## config.mk

```make
export PLATFORM = sky130hd
export DESIGN_NAME = bank_lane_seq
export DESIGN_NICKNAME = d
export VERILOG_FILES = /design/src/rtl/bls_pkg.sv /design/src/rtl/bls_seq_fsm.sv /design/src/rtl/bls_lane_map.sv /design/src/rtl/bls_rd_gather.sv /design/src/rtl/bank_lane_seq.sv
export SDC_FILE = /design/constraint.sdc
export NUM_CORES = 1
export LEC_CHECK = 0
export ABC_AREA = 0
export BUFFER_PORTS_ARGS = -buffer_cell sky130_fd_sc_hd__buf_2
export CORE_ASPECT_RATIO = 1.5
export CORE_UTILIZATION = 35
export CTS_BUF_LIST = sky130_fd_sc_hd__clkbuf_8
export CTS_CLUSTER_DIAMETER = 150
export DETAILED_ROUTE_END_ITERATION = 12
export PLACE_DENSITY_LB_ADDON = 0.25
export SKIP_LAST_GASP = 1
export SYNTH_ARGS = -nofsm -noshare
export SYNTH_HDL_FRONTEND = slang
export SYNTH_HIERARCHICAL = 1
export SYNTH_SLANG_ARGS = --single-unit
```

## constraint.sdc

```tcl
create_clock -name clk -period 3.27 [get_ports clk]
set_input_delay 0.8175 -clock clk [delete_from_list [all_inputs] [get_ports clk]]
set_output_delay 0.8175 -clock clk [all_outputs]
set_load 0.1 [all_outputs]
```

## src/rtl/bls_pkg.sv

```systemverilog
package bls_pkg;

  // Sequencer phases of one access.
  typedef enum logic [1:0] {
    ST_IDLE   = 2'd0,
    ST_FIRST  = 2'd1,
    ST_SECOND = 2'd2,
    ST_FIN    = 2'd3
  } seq_state_e;

  // Bit 0 enables the low (even) bank, bit 1 the high (odd) bank.
  typedef enum logic [1:0] {
    LN_NONE = 2'b00,
    LN_LO   = 2'b01,
    LN_HI   = 2'b10,
    LN_BOTH = 2'b11
  } lane_e;

endpackage

```

## src/rtl/bls_seq_fsm.sv

```systemverilog
module bls_seq_fsm
  import bls_pkg::*;
(
  input  logic clk,
  input  logic rst_n,
  input  logic req_valid,
  input  logic split,
  input  logic bus_ready,
  output logic accept,
  output logic cyc,
  output logic second,
  output logic beat_done,
  output logic done,
  output logic busy
);

  seq_state_e st_q, st_d;

  always_comb begin
    st_d = st_q;
    unique case (st_q)
      ST_IDLE:   if (req_valid) st_d = ST_FIRST;
      ST_FIRST:  if (bus_ready) st_d = split ? ST_SECOND : ST_FIN;
      ST_SECOND: if (bus_ready) st_d = ST_FIN;
      ST_FIN:    st_d = ST_IDLE;
      default:   st_d = ST_IDLE;
    endcase
  end

  always_ff @(posedge clk or negedge rst_n) begin
    if (!rst_n) st_q <= ST_IDLE;
    else        st_q <= st_d;
  end

  assign accept    = (st_q == ST_IDLE) && req_valid;
  assign cyc       = (st_q == ST_FIRST) || (st_q == ST_SECOND);
  assign second    = (st_q == ST_SECOND);
  assign beat_done = cyc && bus_ready;
  assign done      = (st_q == ST_FIN);
  assign busy      = (st_q != ST_IDLE);

  // done lasts exactly one cycle
  a_r9_done_single: assert property (@(posedge clk) disable iff (!rst_n)
    done |=> !done);

  // busy stays high until the done cycle
  a_r10_busy_to_done: assert property (@(posedge clk) disable iff (!rst_n)
    busy && !done |=> busy);

  // a stalled cycle keeps its phase
  a_r8_stall_holds: assert property (@(posedge clk) disable iff (!rst_n)
    cyc && !bus_ready |=> cyc && (second == $past(second)));

  // a second cycle occurs only for a split access
  a_r5_second_needs_split: assert property (@(posedge clk) disable iff (!rst_n)
    second |-> split);

endmodule

```

## src/rtl/bls_lane_map.sv

```systemverilog
module bls_lane_map
  import bls_pkg::*;
#(
  parameter int ADDR_W = 20,
  parameter int LANE_W = 8
) (
  input  logic [ADDR_W-1:0]   addr_q,
  input  logic                word_q,
  input  logic                second,
  input  logic [2*LANE_W-1:0] wdata_q,
  output logic [ADDR_W-2:0]   waddr,
  output lane_e               lanes,
  output logic [2*LANE_W-1:0] lane_wdata
);

  localparam int WA_W = ADDR_W - 1;

  logic              odd;
  logic [LANE_W-1:0] beat_byte;

  assign odd = addr_q[0];

  // The second cycle of a split word addresses X+1; with X odd that is
  // the next word, wrapping naturally within WA_W bits.
  assign waddr = addr_q[ADDR_W-1:1] + {{(WA_W-1){1'b0}}, second};

  always_comb begin
    if (!word_q)      lanes = odd ? LN_HI : LN_LO;
    else if (!odd)    lanes = LN_BOTH;
    else              lanes = second ? LN_LO : LN_HI;
  end

  assign beat_byte = second ? wdata_q[2*LANE_W-1:LANE_W] : wdata_q[LANE_W-1:0];

  always_comb begin
    unique case (lanes)
      LN_BOTH: lane_wdata = wdata_q;
      LN_HI:   lane_wdata = {beat_byte, {LANE_W{1'b0}}};
      default: lane_wdata = {{LANE_W{1'b0}}, beat_byte};
    endcase
  end

endmodule

```

## src/rtl/bls_rd_gather.sv

```systemverilog
module bls_rd_gather
  import bls_pkg::*;
#(
  parameter int LANE_W = 8
) (
  input  logic                clk,
  input  logic                rst_n,
  input  logic                cap_en,
  input  lane_e               lanes,
  input  logic                second,
  input  logic [2*LANE_W-1:0] bus_rdata,
  output logic [2*LANE_W-1:0] rdata
);

  logic [2*LANE_W-1:0] rd_q, rd_d;
  logic [LANE_W-1:0]   lo_b, hi_b;

  assign lo_b = bus_rdata[LANE_W-1:0];
  assign hi_b = bus_rdata[2*LANE_W-1:LANE_W];

  always_comb begin
    rd_d = rd_q;
    if (cap_en) begin
      unique case (lanes)
        LN_BOTH: rd_d = bus_rdata;
        LN_HI:   rd_d = {{LANE_W{1'b0}}, hi_b};
        LN_LO:   rd_d = second ? {lo_b, rd_q[LANE_W-1:0]} : {{LANE_W{1'b0}}, lo_b};
        default: rd_d = rd_q;
      endcase
    end
  end

  always_ff @(posedge clk or negedge rst_n) begin
    if (!rst_n) rd_q <= '0;
    else        rd_q <= rd_d;
  end

  assign rdata = rd_q;

  // the second cycle of a split read keeps the first-cycle byte
  a_r7_keep_first: assert property (@(posedge clk) disable iff (!rst_n)
    cap_en && second |=> rdata[LANE_W-1:0] == $past(rdata[LANE_W-1:0]));

endmodule

```

## src/rtl/bank_lane_seq.sv

```systemverilog
module bank_lane_seq
  import bls_pkg::*;
#(
  parameter int ADDR_W = 20,
  parameter int LANE_W = 8
) (
  input  logic                clk,
  input  logic                rst_n,
  input  logic                req_valid,
  input  logic [ADDR_W-1:0]   req_addr,
  input  logic                req_word,
  input  logic                req_write,
  input  logic [2*LANE_W-1:0] req_wdata,
  output logic                busy,
  output logic                done,
  output logic [2*LANE_W-1:0] rdata,
  output logic                bus_cyc,
  output logic [ADDR_W-2:0]   bus_addr,
  output logic                bus_lo_en_n,
  output logic                bus_hi_en_n,
  output logic                bus_we,
  output logic [2*LANE_W-1:0] bus_wdata,
  input  logic [2*LANE_W-1:0] bus_rdata,
  input  logic                bus_ready
);

  localparam int DATA_W = 2 * LANE_W;

  logic [ADDR_W-1:0] addr_q;
  logic              word_q, write_q;
  logic [DATA_W-1:0] wdata_q;
  logic              accept, cyc, second, beat_done, split;
  lane_e             lanes;
  logic [DATA_W-1:0] lane_wdata;
  logic [ADDR_W-2:0] waddr;

  // Request capture, enabled only on acceptance.
  always_ff @(posedge clk or negedge rst_n) begin
    if (!rst_n) begin
      addr_q  <= '0;
      word_q  <= 1'b0;
      write_q <= 1'b0;
      wdata_q <= '0;
    end else if (accept) begin
      addr_q  <= req_addr;
      word_q  <= req_word;
      write_q <= req_write;
      wdata_q <= req_wdata;
    end
  end

  assign split = word_q & addr_q[0];

  bls_seq_fsm i_fsm (
    .clk       (clk),
    .rst_n     (rst_n),
    .req_valid (req_valid),
    .split     (split),
    .bus_ready (bus_ready),
    .accept    (accept),
    .cyc       (cyc),
    .second    (second),
    .beat_done (beat_done),
    .done      (done),
    .busy      (busy)
  );

  bls_lane_map #(.ADDR_W(ADDR_W), .LANE_W(LANE_W)) i_map (
    .addr_q     (addr_q),
    .word_q     (word_q),
    .second     (second),
    .wdata_q    (wdata_q),
    .waddr      (waddr),
    .lanes      (lanes),
    .lane_wdata (lane_wdata)
  );

  bls_rd_gather #(.LANE_W(LANE_W)) i_gather (
    .clk       (clk),
    .rst_n     (rst_n),
    .cap_en    (beat_done && !write_q),
    .lanes     (lanes),
    .second    (second),
    .bus_rdata (bus_rdata),
    .rdata     (rdata)
  );

  assign bus_cyc     = cyc;
  assign bus_addr    = waddr;
  assign bus_lo_en_n = ~(cyc & lanes[0]);
  assign bus_hi_en_n = ~(cyc & lanes[1]);
  assign bus_we      = cyc & write_q;
  assign bus_wdata   = (cyc & write_q) ? lane_wdata : '0;

  // outside a cycle both banks and the strobe are quiet
  a_r1_idle_quiet: assert property (@(posedge clk) disable iff (!rst_n)
    !bus_cyc |-> bus_lo_en_n && bus_hi_en_n && !bus_we);

  // a stalled cycle holds every bus output
  a_r8_hold_bus: assert property (@(posedge clk) disable iff (!rst_n)
    bus_cyc && !bus_ready |=> bus_cyc && $stable(bus_addr) && $stable(bus_lo_en_n)
      && $stable(bus_hi_en_n) && $stable(bus_we) && $stable(bus_wdata));

  // every running cycle enables at least one bank
  a_r4_lane_enabled: assert property (@(posedge clk) disable iff (!rst_n)
    bus_cyc |-> !(bus_lo_en_n && bus_hi_en_n));

  // done follows a completed bus cycle
  a_r9_done_after_beat: assert property (@(posedge clk) disable iff (!rst_n)
    done |-> $past(bus_cyc && bus_ready));

  // strobe never outside a cycle
  a_r11_we_in_cycle: assert property (@(posedge clk) disable iff (!rst_n)
    bus_we |-> bus_cyc);

endmodule

```

## After elaboration in Yosys (flattened, before gate mapping)

Cells that the tools add are included.

| word-level totals | value |
|---|---|
| output and inout bits | 57 |
| bits in registers | 56 |
| word-level logic and storage cells | 49 |
| input port bits | 58 |

| cells by class | value |
|---|---|
| add/subtract/negate cells | 1 |
| multiplexer cells | 14 |
| equal/unequal tests | 10 |
| reduce and logical (&&, ||, !) cells | 11 |
| bitwise operators | 6 |

Operators with widths:

| kind | count |
|---|---|
| 16-bit case mux with 3 select lines | 1 |
| 16-bit 2-to-1 mux | 2 |
| 16-bit case mux with 2 select lines | 1 |
| 19-bit by 1-bit adder with 19-bit output | 1 |
| 2-bit 2-to-1 mux | 7 |
| 2-bit equality test (second input constant) | 4 |
| 8-bit 2-to-1 mux | 1 |
| 2-bit inequality test (second input constant) | 4 |
| 2-bit case mux with 4 select lines | 1 |
| 3-bit AND reduction | 2 |
| 1-bit bitwise AND | 4 |
| 2-bit by 1-bit equality test with 1-bit output (second input constant) | 2 |
| 1-bit logical AND | 3 |
| 3-bit nonzero test | 1 |
| 2-bit logical NOT | 1 |
| 1-bit NOT | 2 |
| 2-bit AND reduction | 1 |
| 2-bit nonzero test | 1 |
| 1-bit logical NOT | 1 |
| 1-bit logical OR | 1 |
| 1-bit 2-to-1 mux | 1 |

## Longest topological paths before layout

| depth | value |
|---|---|
| depth after elaboration | 7 |
| gate-level depth with buffers | 12 |
| mapped depth without buffers | 9 |

## Modules after synthesis

The synthesis kept the hierarchy.

Modules (own cells, without submodules):

| module | instances | area each (sq um) | seq. area each (sq um) | cells each |
|---|---|---|---|---|
| bank_lane_seq | 1 | 1627.8 | 950.9 | 103 |
| bls_rd_gather | 1 | 842.1 | 400.4 | 91 |
| bls_lane_map | 1 | 655.6 | 0.0 | 98 |
| bls_seq_fsm | 1 | 205.2 | 50.0 | 20 |

## Worst setup path after synthesis

Ideal clock, no wire load.

| path | value |
|---|---|
| kind | reg2out |
| start | register i_fsm.st_q[0] |
| end | output port bus_addr[14] |
| cell stages (with the launch flop) | 9 |
| arrival | 3.308 ns |
| slack | -0.856 ns |
| buffers on the path | 0 |
| data required time | 2.453 ns |
| path through | dfrtp_1 -> inv_1 -> ha_1 -> ha_1 -> ha_1 -> and3_2 -> and4_4 -> nand4_1 -> xnor2_1 |

| on the way | value |
|---|---|
| longest elaborated chain between the ends | 2 |

Ends and longest elaborated chain:

| element | RTL line | source |
|---|---|---|
| from (decl) | bls_seq_fsm.sv:17 | `seq_state_e st_q, st_d;` |
| from (signal assigned) | bls_seq_fsm.sv:32 | `else st_q <= st_d;` |
| 2-bit equality test | bls_seq_fsm.sv:37 | `assign second = (st_q == ST_SECOND);` |
| via second | bank_lane_seq.sv:32 | `logic accept, cyc, second, beat_done, split;` |
| 19-bit by 1-bit adder with 19-bit output | bls_lane_map.sv:25 | `assign waddr = addr_q[ADDR_W-1:1] + {{(WA_W-1){1'b0}}, second};` |
| to (decl) | bank_lane_seq.sv:18 | `output logic [ADDR_W-2:0] bus_addr,` |

The timed path passes the listed nets, and every way through them passes these cells.

## Worst setup path after layout

Same ends and word-level chain as after synthesis.

==> summary.md <==
| Metric | Value |
|---|---|
| Pre-CTS setup slack | `0.201 ns` |
| Crit path kind | `reg2out` |
| Final WS setup | `0.0543 ns` |
| Setup Viol. Count Final | `0` |
| Sink Count | `56` |
| WL final | `8490 um` |
| Adder-cell share of the synthesized area | `0.0376` |
| Mapped cell area | `3330 um^2` |
| Clock Latency Late Sink | `0.32 ns` |
| CTS hold repair buffers | `0` |
| RSZ-0062 raised after global routing | `yes` |
| Largest family of logic cells by synthesized area | `multiplexers` |
| Synth Area per Inst | `10.7 um^2` |
| Fraction of layout cells with a size suffix above 1 | `0.478` |
| Slew margin rel. | `0.515` |
| Yosys reg bits | `56` |
| Register Area | `1400 um^2` |
| CP Data Required Time | `2.45 ns` |
| RR Endpoint | `i_gather/rdata[3]$_DFFE_PN0P_` |
| Worst min path class | `reg2reg` |
| Hold WS | `0.533 ns` |
| Synth unique cells | `44` |
| Xor/xnor cell area share of the yosys netlist | `0.0447` |
| Fin crit share | `0.983` |
| Port Buf Inserts | `114` |
| Net Count, Synth | `380` |
| R2R Setup Slk | `0.72 ns` |
| Total CTS buffers | `5` |
| Vert. Die Dim | `121 um` |
| I/O Pins | `115` |
| Initial DRC count | `87` |
| CP Capture Type | `output pin` |
| Syn. warnings | `6` |
| Dpl hpwl | `6400 um` |
| H-Tree Depth | `2` |
| Residual DRC | `0` |
| Nets | `494` |
| Hold depth | `2` |
| Sequential share of the synthesized area | `0.421` |
| Async SR Flop Fraction | `1.00` |
| Total global-route track usage | `0.179` |
| CP Max Fanout | `4` |
| GR Overflow Total | `0` |
| First-pass GRT wire length | `13500 um` |
| Core footprint | `9250 um^2` |
| Die width | `81.7 um` |
| Outcome | `finished, final reports clean` |
| Placement Rows | `43` |
| Initial core utilization | `0.360` |
| MaxCap Viol Count | `0` |
| Synth Area in Compound Gates | `0.144` |
| Final-report hold violation count | `0` |
| Post-synthesis simple-gate area fraction | `0.149` |
| RD Place Congestion | `0.811` |
| Clk pin slew, worst setup/hold paths | `0.10 ns` |
| Filler cell count | `860` |
| Vias in the first global route | `2724` |
| Post-Syn Instances | `312` |
| Placed instance area | `4510 um^2` |
| Total number of vias | `2746` |
| Wire length per cell | `15.8 um` |
| Largest net degree at the start of global routing | `57` |
| Area growth syn-to-layout | `40.4%` |
| Fin crit period | `3.22 ns` |
| Placed cell count | `528` |
| Worst EP arrival | `2.40 ns` |
| Ys flop type | `dfrtp_1` |
| Initial antenna violation count | `0` |
| Max-slew violation count | `0` |
| HP Start | `i_gather/rdata[8]$_DFFE_PN0P_` |
| Post-synthesis mux area share | `0.151` |
| Layout Cells excl Fill | `539` |
| DR vias/cell | `5.09` |
| Worst-Margin Slew | `0.728 ns` |
| Routed Antenna Nets | `0` |
| Worst reg2reg startpoint | `i_fsm/st_q[0]$_DFFE_PN0P_` |
| Clock root buffer | `clkbuf_8` |
| Worst Hold End | `i_gather/rdata[8]$_DFFE_PN0P_` |
| Startpoint Class | `flip-flop` |
| EDFF count, synth | `0` |
| TritonCTS clock tree | `built` |
| Worst R2R Path Depth | `8` |
| Multi-input gate area | `1950 um^2` |
| Final Skew | `0.0109 ns` |
| TritonRoute pass-1 iters | `4` |
| Final instance area | `4680 um^2` |
| ANT cells | `0` |
| Fmax | `0.311 GHz` |
| DIE AREA | `9920 um^2` |
| CTS Buffer Depth | `2` |
through the flow:
stage                     setup TNS [ns]   util
after floorplan                    -2.44      -
after global placement                 0  0.487
after detailed placement               0  0.487
after CTS                              0  0.502
after global routing             -0.0534  0.505
final                                  0  0.505
final cells by class:
cell class,instances,share of cell area
Clock inverter,3,0.00401
Inverter,16,0.0128
Tap cell,112,0.0300
Sequential cell,56,0.300
Multi-Input combinational cell,223,0.417
Timing Repair Buffer,124,0.222
Clock buffer,5,0.0147
Yosys cell counts, types with 7 or more instances:
cell,number,share of area
mux2_4,20,0.090
a22o_1,16,0.042
ha_1,10,0.038
o21ai_0,16,0.024
and3_1,18,0.034
nand2_1,27,0.030
xor2_1,7,0.018
a21oi_1,17,0.026
a31oi_1,7,0.013
nor2_1,13,0.015
a22oi_1,8,0.018
xnor2_1,10,0.026
buf_2,7,0.011
dfrtp_1,56,0.42
mux2_2,18,0.061
inv_1,16,0.018
cells in the final DEF, fill, tap and decap left out, drive strengths merged, types with 5 or more instances in the layout:
cell	netlist	final
nor2b	5	5
a21oi	17	17
a22o	16	16
a22oi	8	8
nor2	13	13
xnor2	10	10
dfrtp	56	56
o21ai	16	16
clkbuf	3	8
a31oi	8	8
and2	7	7
and3	20	20
mux2	38	38
buf	14	121
xor2	7	7
nand3	5	5
ha	10	10
nand2	27	27
inv	16	16
what timing repair did:
item,4_1_cts,5_1_grt
pin swaps,1,3
gates resized for setup,11,8
endpoints found under the setup margin,15,15
buffers inserted,2,1
worst max-delay path by stage:
stage | endpoint | slack [ns] | cells past startpoint | from
after floorplan | bus_addr[8] | -0.63 | 7 | i_fsm/st_q[0]$_DFFE_PN0P_
after global placement | bus_addr[16] | 0.30 | 9 | i_fsm/st_q[0]$_DFFE_PN0P_
after detailed placement | bus_wdata[0] | 0.20 | 9 | i_fsm/st_q[0]$_DFFE_PN0P_
after CTS | bus_addr[14] | 0.04 | 9 | i_fsm/st_q[0]$_DFFE_PN0P_
after global routing | bus_addr[14] | -0.04 | 9 | i_fsm/st_q[0]$_DFFE_PN0P_
final | bus_addr[14] | 0.05 | 9 | i_fsm/st_q[0]$_DFFE_PN0P_
critical path, cell delays in order, from the launching register on:
cell and delay, ns:
dfrtp_1 0.40, inv_2 0.07, ha_2 0.19, ha_2 0.19, ha_2 0.18, and3_4 0.22, and4_4 0.26, nand4_1 0.15
xnor2_2 0.21, buf_12 0.20
cells by family (layout without fill, tap and decap cells):
| group | Yosys count | after routing |
|---|---|---|
| buffers and inverters | 33 | 148 |
| muxes | 38 | 38 |
| AOI/OAI and AO/OA | 71 | 71 |
| and+or+nand+nor | 87 | 87 |
| xor gates and xnor gates | 17 | 17 |
| adders and majority gates | 10 | 10 |
| DFF | 56 | 56 |
per-layer routing:
layer	share of wire	wire, um	global-route usage
met1	0.39	3350	0.213
met2	0.54	4570	0.312
met3	0.035	297	0.0278
met4	0.033	278	0.0779
met5	0	0	0
state kept, by name (all words and copies together) (netlist names):
signal          count
i_fsm/st_q          2
addr_q             20
write_q             1
wdata_q            16
i_gather/rdata     16
word_q              1
Power is not shown: default switching activity piles up to over one toggle a cycle in this logic, so the estimate is an artifact.
